## src/rtl/aluPkg.sv

```systemverilog
package aluPkg;
  localparam int DATA_W = 8;
  localparam int NIB_W  = DATA_W / 2;
  localparam int OP_W   = 4;

  typedef enum logic [OP_W-1:0] {
    OP_LOAD = 4'h0, OP_ADD = 4'h1, OP_ADC = 4'h2, OP_SUB = 4'h3,
    OP_SBB  = 4'h4, OP_CMP = 4'h5, OP_AND = 4'h6, OP_OR  = 4'h7,
    OP_XOR  = 4'h8, OP_CMA = 4'h9, OP_RLC = 4'hA, OP_RRC = 4'hB,
    OP_INR  = 4'hC, OP_DCR = 4'hD, OP_DAA = 4'hE, OP_NOP = 4'hF
  } aluOp_e;

  typedef enum logic [3:0] {
    FN_PASS, FN_ADD, FN_SUB, FN_AND, FN_OR, FN_XOR, FN_NOT,
    FN_ROL, FN_ROR, FN_INC, FN_DEC, FN_DAA
  } aluFn_e;

  typedef struct packed {
    aluFn_e fn;
    logic   withCarry;
    logic   accWe;
    logic   szpWe;
    logic   acWe;
    logic   cyWe;
  } aluStrobe_t;

  typedef struct packed {
    logic s;
    logic z;
    logic ac;
    logic p;
    logic cy;
  } aluFlags_t;
endpackage

```

## src/rtl/aluControl.sv

```systemverilog
module aluControl
  import aluPkg::*;
(
  input  logic            clk,
  input  logic            rstN,
  input  logic            execEn,
  input  logic [OP_W-1:0] opCode,
  output logic            stageValid,
  output logic [OP_W-1:0] stageOp,
  output aluStrobe_t      strobe
);
  always_ff @(posedge clk or negedge rstN) begin
    if (!rstN) begin
      stageValid <= 1'b0;
      stageOp    <= OP_NOP;
    end else begin
      stageValid <= execEn;
      if (execEn) stageOp <= opCode;
    end
  end

  always_comb begin
    strobe = '{fn: FN_PASS, withCarry: 1'b0, accWe: 1'b0,
               szpWe: 1'b0, acWe: 1'b0, cyWe: 1'b0};
    if (stageValid) begin
      unique case (aluOp_e'(stageOp))
        OP_LOAD: begin strobe.fn = FN_PASS; strobe.accWe = 1'b1; end
        OP_ADD, OP_ADC: begin
          strobe.fn = FN_ADD; strobe.withCarry = (stageOp == OP_ADC);
          strobe.accWe = 1'b1; strobe.szpWe = 1'b1; strobe.acWe = 1'b1; strobe.cyWe = 1'b1;
        end
        OP_SUB, OP_SBB, OP_CMP: begin
          strobe.fn = FN_SUB; strobe.withCarry = (stageOp == OP_SBB);
          strobe.accWe = (stageOp != OP_CMP);
          strobe.szpWe = 1'b1; strobe.acWe = 1'b1; strobe.cyWe = 1'b1;
        end
        OP_AND, OP_OR, OP_XOR: begin
          strobe.fn = (stageOp == OP_AND) ? FN_AND : (stageOp == OP_OR) ? FN_OR : FN_XOR;
          strobe.accWe = 1'b1; strobe.szpWe = 1'b1; strobe.acWe = 1'b1; strobe.cyWe = 1'b1;
        end
        OP_CMA: begin strobe.fn = FN_NOT; strobe.accWe = 1'b1; end
        OP_RLC, OP_RRC: begin
          strobe.fn = (stageOp == OP_RLC) ? FN_ROL : FN_ROR;
          strobe.accWe = 1'b1; strobe.cyWe = 1'b1;
        end
        OP_INR, OP_DCR: begin
          strobe.fn = (stageOp == OP_INR) ? FN_INC : FN_DEC;
          strobe.accWe = 1'b1; strobe.szpWe = 1'b1; strobe.acWe = 1'b1;
        end
        OP_DAA: begin
          strobe.fn = FN_DAA;
          strobe.accWe = 1'b1; strobe.szpWe = 1'b1; strobe.acWe = 1'b1; strobe.cyWe = 1'b1;
        end
        default: ;
      endcase
    end
  end
endmodule

```

## src/rtl/aluDatapath.sv

```systemverilog
module aluDatapath
  import aluPkg::*;
(
  input  logic              clk,
  input  logic              rstN,
  input  logic              capture,
  input  logic [DATA_W-1:0] operandIn,
  input  aluStrobe_t        strobe,
  output logic [DATA_W-1:0] accQ,
  output aluFlags_t         flagQ
);
  logic [DATA_W-1:0] tempReg;
  logic [DATA_W-1:0] res;
  logic              nAc, nCy;
  logic              cIn;
  logic [DATA_W:0]   addWide, subWide, daaStage1;
  logic [NIB_W:0]    addLow, subLow, daaLow;
  logic              lowFix, hiFix;

  assign cIn     = strobe.withCarry & flagQ.cy;
  assign addWide = {1'b0, accQ} + {1'b0, tempReg} + {{DATA_W{1'b0}}, cIn};
  assign subWide = {1'b0, accQ} - {1'b0, tempReg} - {{DATA_W{1'b0}}, cIn};
  assign addLow  = {1'b0, accQ[NIB_W-1:0]} + {1'b0, tempReg[NIB_W-1:0]} + {{NIB_W{1'b0}}, cIn};
  assign subLow  = {1'b0, accQ[NIB_W-1:0]} - {1'b0, tempReg[NIB_W-1:0]} - {{NIB_W{1'b0}}, cIn};

  // decimal adjust: low-nibble correction, then high-nibble correction
  assign lowFix    = (accQ[NIB_W-1:0] > 4'd9) | flagQ.ac;
  assign daaLow    = {1'b0, accQ[NIB_W-1:0]} + (lowFix ? 5'd6 : 5'd0);
  assign daaStage1 = {1'b0, accQ} + (lowFix ? 9'h006 : 9'h000);
  assign hiFix     = (daaStage1[DATA_W-1:NIB_W] > 4'd9) | flagQ.cy | daaStage1[DATA_W];

  always_comb begin
    res = accQ;
    nAc = flagQ.ac;
    nCy = flagQ.cy;
    unique case (strobe.fn)
      FN_PASS: res = tempReg;
      FN_ADD:  begin res = addWide[DATA_W-1:0]; nCy = addWide[DATA_W]; nAc = addLow[NIB_W]; end
      FN_SUB:  begin res = subWide[DATA_W-1:0]; nCy = subWide[DATA_W]; nAc = subLow[NIB_W]; end
      FN_AND:  begin res = accQ & tempReg; nAc = 1'b1; nCy = 1'b0; end
      FN_OR:   begin res = accQ | tempReg; nAc = 1'b0; nCy = 1'b0; end
      FN_XOR:  begin res = accQ ^ tempReg; nAc = 1'b0; nCy = 1'b0; end
      FN_NOT:  res = ~accQ;
      FN_ROL:  begin res = {accQ[DATA_W-2:0], accQ[DATA_W-1]}; nCy = accQ[DATA_W-1]; end
      FN_ROR:  begin res = {accQ[0], accQ[DATA_W-1:1]}; nCy = accQ[0]; end
      FN_INC:  begin res = accQ + 1'b1; nAc = &accQ[NIB_W-1:0]; end
      FN_DEC:  begin res = accQ - 1'b1; nAc = ~|accQ[NIB_W-1:0]; end
      FN_DAA:  begin
        res = daaStage1[DATA_W-1:0] + (hiFix ? 8'h60 : 8'h00);
        nAc = daaLow[NIB_W];
        nCy = flagQ.cy | hiFix;
      end
      default: ;
    endcase
  end

  always_ff @(posedge clk or negedge rstN) begin
    if (!rstN) begin
      tempReg <= '0;
      accQ    <= '0;
      flagQ   <= '0;
    end else begin
      if (capture)      tempReg  <= operandIn;
      if (strobe.accWe) accQ     <= res;
      if (strobe.szpWe) begin
        flagQ.s <= res[DATA_W-1];
        flagQ.z <= (res == '0);
        flagQ.p <= ~^res;
      end
      if (strobe.acWe)  flagQ.ac <= nAc;
      if (strobe.cyWe)  flagQ.cy <= nCy;
    end
  end
endmodule

```

## src/rtl/aluCore.sv

```systemverilog
module aluCore
  import aluPkg::*;
(
  input  logic              clk,
  input  logic              rstN,
  input  logic              execEn,
  input  logic [OP_W-1:0]   opCode,
  input  logic [DATA_W-1:0] operand,
  output logic [DATA_W-1:0] accOut,
  output logic [DATA_W-1:0] flagByte
);
  aluStrobe_t      strobe;
  aluFlags_t       flags;
  logic            stageValid;
  logic [OP_W-1:0] stageOp;

  aluControl u_ctrl (
    .clk(clk), .rstN(rstN), .execEn(execEn), .opCode(opCode),
    .stageValid(stageValid), .stageOp(stageOp), .strobe(strobe)
  );

  aluDatapath u_dp (
    .clk(clk), .rstN(rstN), .capture(execEn), .operandIn(operand),
    .strobe(strobe), .accQ(accOut), .flagQ(flags)
  );

  assign flagByte = {flags.s, flags.z, 1'b0, flags.ac, 1'b0, flags.p, 1'b1, flags.cy};
endmodule

```

## config.mk

```make
export PLATFORM = sky130hd
export DESIGN_NAME = aluCore
export DESIGN_NICKNAME = d
export VERILOG_FILES = /design/src/rtl/aluPkg.sv /design/src/rtl/aluControl.sv /design/src/rtl/aluDatapath.sv /design/src/rtl/aluCore.sv
export SDC_FILE = /design/constraint.sdc
export NUM_CORES = 1
export LEC_CHECK = 0
export BUFFER_PORTS_ARGS = -buffer_cell sky130_fd_sc_hd__clkbuf_2
export CAP_MARGIN = 15
export CELL_PAD_IN_SITES_DETAIL_PLACEMENT = 0
export CELL_PAD_IN_SITES_GLOBAL_PLACEMENT = 1
export CORE_UTILIZATION = 44
export CTS_BUF_LIST = sky130_fd_sc_hd__clkbuf_4 sky130_fd_sc_hd__clkbuf_8
export CTS_CLUSTER_SIZE = 28
export DETAILED_ROUTE_END_ITERATION = 8
export GPL_TIMING_DRIVEN = 0
export PLACE_DENSITY_LB_ADDON = 0.2
export SETUP_SLACK_MARGIN = 0.02
export SLEW_MARGIN = 30
export SYNTH_ARGS = -nofsm -noshare
export SYNTH_HDL_FRONTEND = slang
export SYNTH_SLANG_ARGS = --single-unit
```

## constraint.sdc

```tcl
create_clock -name clk -period 8.32 [get_ports clk]
set_input_delay 0.832 -clock clk [delete_from_list [all_inputs] [get_ports clk]]
set_output_delay 0.832 -clock clk [all_outputs]
set_load 0.02 [all_outputs]
```

# == Yosys cells after proc, flatten, opt, wreduce, memory -nomap -nowiden ==
# Cells that the tools add are included.
# totals
word_cells,96
regBits,26
out_inout_bits,16
# op_classes
muxes,16
bitwise_logic,9
n_reduce_logical,21
n_eq_ne,26
n_lt_le_gt_ge,2
addsub,13
# ops
operator,n
$pmux 8 s12,1
$eq 4x4->1 const B,11
$eq 4x3->1 const B,8
$pmux 4 s7,1
$reduce_or 11->1,2
$eq 4x2->1 const B,4
$reduce_or 12->1,1
$add 8x8->9,1
$add 8x9->9,1
$add 9x1->9,1
$mux 9,1
$reduce_or 3->1,3
$sub 8x8->9,1
$sub 9x1->9,1
$add 8x1->8 const B,1
$add 8x8->8,1
$and 8x8->8,1
$eq 4x1->1 const B,2
$gt 4x4->1 const B,2
$logic_not 4->1,2
$logic_not 8->1,1
$mux 4,2
$not 8->8,1
$or 8x8->8,1
other kinds (25),36

# == Depth between registers and ports, before layout ==
# depth
depth_word,11
ltp_mapped,22
depth_no_buf,22

# == By module ==
# From an unflattened synthesis, not the netlist that was laid out.
# unflattened
hier_cells,459
hier_area_um2,3766.1
# modules_own_cells
mod,area_per_inst_um2,cells_each,instances,seq_area_each_um2
aluDatapath,3362.0,413,1,525.5
aluControl,374.1,41,1,130.1
aluCore,30.0,5,1,0.0

# == Worst setup path before layout ==
# No wires, ideal clock.
# synth_path
kind,register -> register
from,register u_dp.accQ[1]
to,register u_dp.flagQ[1] (netlist name)
setup_slack_ns,3.594
path_stages_with_launch,23
period_less_slack_ns,4.726
t_arrival_ns,4.601
path_cell_list,dfrtp_1 > inv_1 > nand2_1 > a21o_1 > ha_1 > inv_1 > fa_1 > nand3b_1 > nor3_1 > a311oi_1 > a311oi_1 > inv_1 > ha_1 > inv_1 > fa_1 > xnor2_1 > xnor2_1 > a32o_1 > nor4_2 > ha_1 > xnor2_1 > xnor2_1 > mux2_2
# synth_via
elab_chain_len,11
elab_cells_between_ends,21
# synth_rtl
element,line,rtl
start: declaration,aluDatapath.sv:9,"output logic [DATA_W-1:0] accQ,"
start signal: assignment,aluDatapath.sv:64,if (strobe.accWe) accQ <= res;
$gt 4x4->1,aluDatapath.sv:27,assign lowFix = (accQ[NIB_W-1:0] > 4'd9) | flagQ.ac;
$or 1x1->1,aluDatapath.sv:27,
$mux 3,aluDatapath.sv:29,"assign daaStage1 = {1'b0, accQ} + (lowFix ? 9'h006 : 9'h000);"
$add 8x9->9,aluDatapath.sv:29,
$gt 4x4->1,aluDatapath.sv:30,assign hiFix = (daaStage1[DATA_W-1:NIB_W] > 4'd9) | flagQ.cy | daaStage1[DATA_W];
$or 1x1->1 (2 in series),aluDatapath.sv:30,
$mux 7,aluDatapath.sv:49,res = daaStage1[DATA_W-1:0] + (hiFix ? 8'h60 : 8'h00);
$add 8x8->8,aluDatapath.sv:49,
$pmux 8 s12 (*),aluDatapath.sv:36,unique case (strobe.fn)
$reduce_xnor 8->1 (*),aluDatapath.sv:68,flagQ.p <= ~^res;
end: declaration,aluDatapath.sv:10,output aluFlags_t flagQ
# Every way passes the cells marked *; elsewhere a longest branch is shown, timed or not.
# A chain may end at the register's enable or synchronous reset.

# == Final worst setup path ==
# Same ends and word-level chain as after synthesis.

==> impl_results.md <==
* Post-synth top area cell: dfrtp_1
* CP top delay family: adder cells
* Post-synthesis cell type count at 69
* Syn Inst Count at 415
* TritonCTS clock tree: yes
* Row Count at 31
* Num CTS Buffers at 3
* Crit path depth at 22
* Root buffer cell: clkbuf_8
* RSZ-0062 raised after global routing: no
* Sink Count at 26
* Synth top area cells: dfrtp_1 16%, ha_1 16%, xnor2_1 4.9%, o21ai_0 4.5%, fa_1 4.1%
* Final Cycle Share at roughly two thirds
* Post-CTS Hold Fix Bufs at 0
* Height of the die at 90.2 um
* Multi-input combinational cell area at approximately 2500 sq um
* Avg WL per Cell at 20.4 um
* Synth Cell Area at around 3400 sq um
* Initial DRC Count at 382
* Post-synthesis sequential area ratio at 19.2%
* FF-to-FF End: u_dp.flagQ[1]
* Residual DRC at 0
* Initial antenna violation count at 0
* Number of diodes at 0
* Reg2Reg Depth at 22
* Die Area at 8130 sq um
* Worst reg-to-reg setup slack at 2670 ps
* Number of max-cap violations at 0
* Vias in the first global route at between 3000 and 4000
* Least-Margin Pin Slew at 922 ps
* Die width at approximately 90 um
* Antenna-violating nets left at 0
* Critical Path RT at 8510 ps
* Final Hold Viols at 0
* Pre-Repair DR Iteration Count at 5
* DP HPWL at ~8500 um
* Largest net degree at the start of global routing at 27
* Slowest CP cell: dfrtp_1
* Crit path from: u_dp.accQ[1]
* Core area at 7370 sq um
* Worst Setup Slack post-DPL at 2700 ps
* Top cell type's share of synthesized area at 16.1%
* DRT Wirelength at 11100 um
* Syn avg cell area at 8.24 sq um
* Worst hold path type: reg -> reg
* Ys async rst share at 100%
* Total grt overflow at 0
* DR vias at 3360
* H-tree Lvls at 1
* CP startpoint kind: register
* Worst VDD drop at 134 uV
* Layout Nets at 513
* Port bufs at 27
* Bufs on Longest Clock Path at 2
* Main synth FF type: dfrtp_1
* Outcome: finished clean
* Post-route worst setup slack at 2670 ps
* Critical path, cell by cell: inv_1, nand2_1, a21o_1, ha_1, inv_1, fa_1, nand3b_1, nor3_1, a311oi_1, a311oi_1, inv_1, ha_1, inv_1, fa_1, xnor2_1, xnor2_1, a32o_1, nor4_2, ha_1, xnor2_1, xnor2_1, mux2_2
* Total negative slack at 0 ps
* Post-DR vias/cell at 6.15
* Layout filler cell count at ~730
* Share of layout cells above drive strength 1 at 15.0%
* I/O Pins at 31
* Max Clk Rate at 0.177 GHz
* # setup viols final at 0
* Setup Crit Path Kind: reg -> reg
* CP max FO at 14
* GPL Wtd Cong at 0.958
* Post-CTS Setup Bufs at 0
* Power Dens Cells at ~260 nW/um^2
* Area delta synth->final at 9.92%
* Lkg Pwr at 1.69 nW
* Post-CTS sizing at 0
* Post-synthesis sequential element count at 26
* EDFF count, synth at 0
* Warnings from Yosys at 0
* CP Data Arrival Time at 5840 ps
* Reg-to-Reg Start: u_dp.accQ[1]
* Worst Path Buf+Inv at 4
* First-pass GRT wire length at 17400 um
* Tmin final at 5650 ps
* Clock latency at the later pin of the worst-skew pair at 290 ps
* Max incr delay on CP at 770 ps
* Clock slew at reported path FFs at about 110 ps
* Register Area at 656 sq um
* CP Capture Point: u_dp.flagQ[1]
* Tot GR Track Use at 27.7%
* Fin. max-slew vios at 0
* Initial core utilization at a little under half
* Slew HR at 38.1%
* Clock Skew at roughly 4.7 ps
* CP endpoint kind: register
[placed cells by master (no fill, tap or decap), types with 9 or more instances in the layout]
master	count
a21o_1	11
a21oi_1	18
a22oi_1	9
clkbuf_2	27
dfrtp_1	22
ha_1	43
inv_1	35
nand2_1	33
nor2_1	24
nor3_1	14
o21ai_0	31
xnor2_1	19
[cell usage after synthesis (all sizes together) (3+ instances only)]
cell type / number
mux2: 3
o32ai: 3
nor3: 16
a211oi: 3
nand2: 34
mux2i: 3
or3: 3
nor2: 24
fa: 7
o22ai: 6
nor4: 8
inv: 35
o21a: 3
buf: 15
xor2: 7
a21oi: 18
nand4: 6
nor2b: 4
nand3b: 6
a221oi: 7
o21bai: 3
or2: 3
xnor2: 19
ha: 43
a22oi: 9
a31oi: 3
a21o: 11
o21ai: 34
nand2b: 5
dfstp: 4
dfrtp: 22
nand3: 6
clkbuf: 5
a2bb2oi: 3
[through the flow]
| stage | total power [mW] | instance area [sq um] | hold WS, ps | util, % | instances |
|---|---|---|---|---|---|
| floorplan | 0.665 | 3420 | 536 | - | 416 |
| global placement | 0.829 | 3680 | 491 | 50.0 | 542 |
| detailed placement | 0.842 | 3680 | 495 | 50.0 | 542 |
| CTS | 0.962 | 3750 | 522 | 50.9 | 546 |
| global route | 1.04 | 3760 | 557 | 51.0 | 546 |
| finish | 0.965 | 3760 | 516 | 51.0 | 546 |
[sequential cells by signal, indices dropped and copies added, names as in the netlist]
name / count
u_ctrl.stageValid: 1
u_dp.flagQ: 5
u_dp.tempReg: 8
u_ctrl.stageOp: 4
u_dp.accQ: 8
[cell families (layout without fill, tap and decap cells)]
logic type               after synthesis  count (layout)  synth area share, %
flip-flops                            26              26                 19.2
buffers and inverters                 55              86                 7.57
adder cells (fa/ha/maj)               50              50                 19.8
other                                  2               3                0.220
AO/OA/AOI/OAI                        125             125                 25.4
multiplexers                           6               6                 1.87
XOR/XNOR                              26              26                 6.66
AND/OR/NAND/NOR                      125             125                 19.3
[layout make-up]
cell class,instances,share of cell area (%)
buffer,20,3.40
clock buffer,3,1.10
clock inverter,1,0.799
inverter,35,3.50
multi-input combinational,335,66.9
sequential,26,17.4
tap,99,3.30
timing repair buffer,27,3.60
[layer usage]
metal	part of all wire [%]	vias up	track usage [%]
met2	45	148	44.0
met3	7.1	26	3.55
met4	3.0	0	9.41
met1	45	1608	38.6
li1	-	1578	-
met5	0	-	0
[worst min-delay path by stage]
stage | end | depth (start not counted) | start
after floorplan | u_ctrl.stageValid | 0 | rstN
after global placement | u_dp.flagQ[1] | 1 | u_dp.flagQ[1]
after detailed placement | u_dp.flagQ[1] | 1 | u_dp.flagQ[1]
after CTS | u_dp.flagQ[1] | 1 | u_dp.flagQ[1]
after global routing | u_dp.flagQ[1] | 1 | u_dp.flagQ[1]
final | u_dp.flagQ[1] | 1 | u_dp.flagQ[1]
[power by group]
part / switching, mW / total [mW] / internal (mW)
clock network: 0.0504 / 0.115 / 0.0646
logic: 0.377 / 0.642 / 0.265
registers: 0.0536 / 0.208 / 0.155
total: 0.481 / 0.965 / 0.485
No activity file was read; power rests on OpenSTA's default activity.
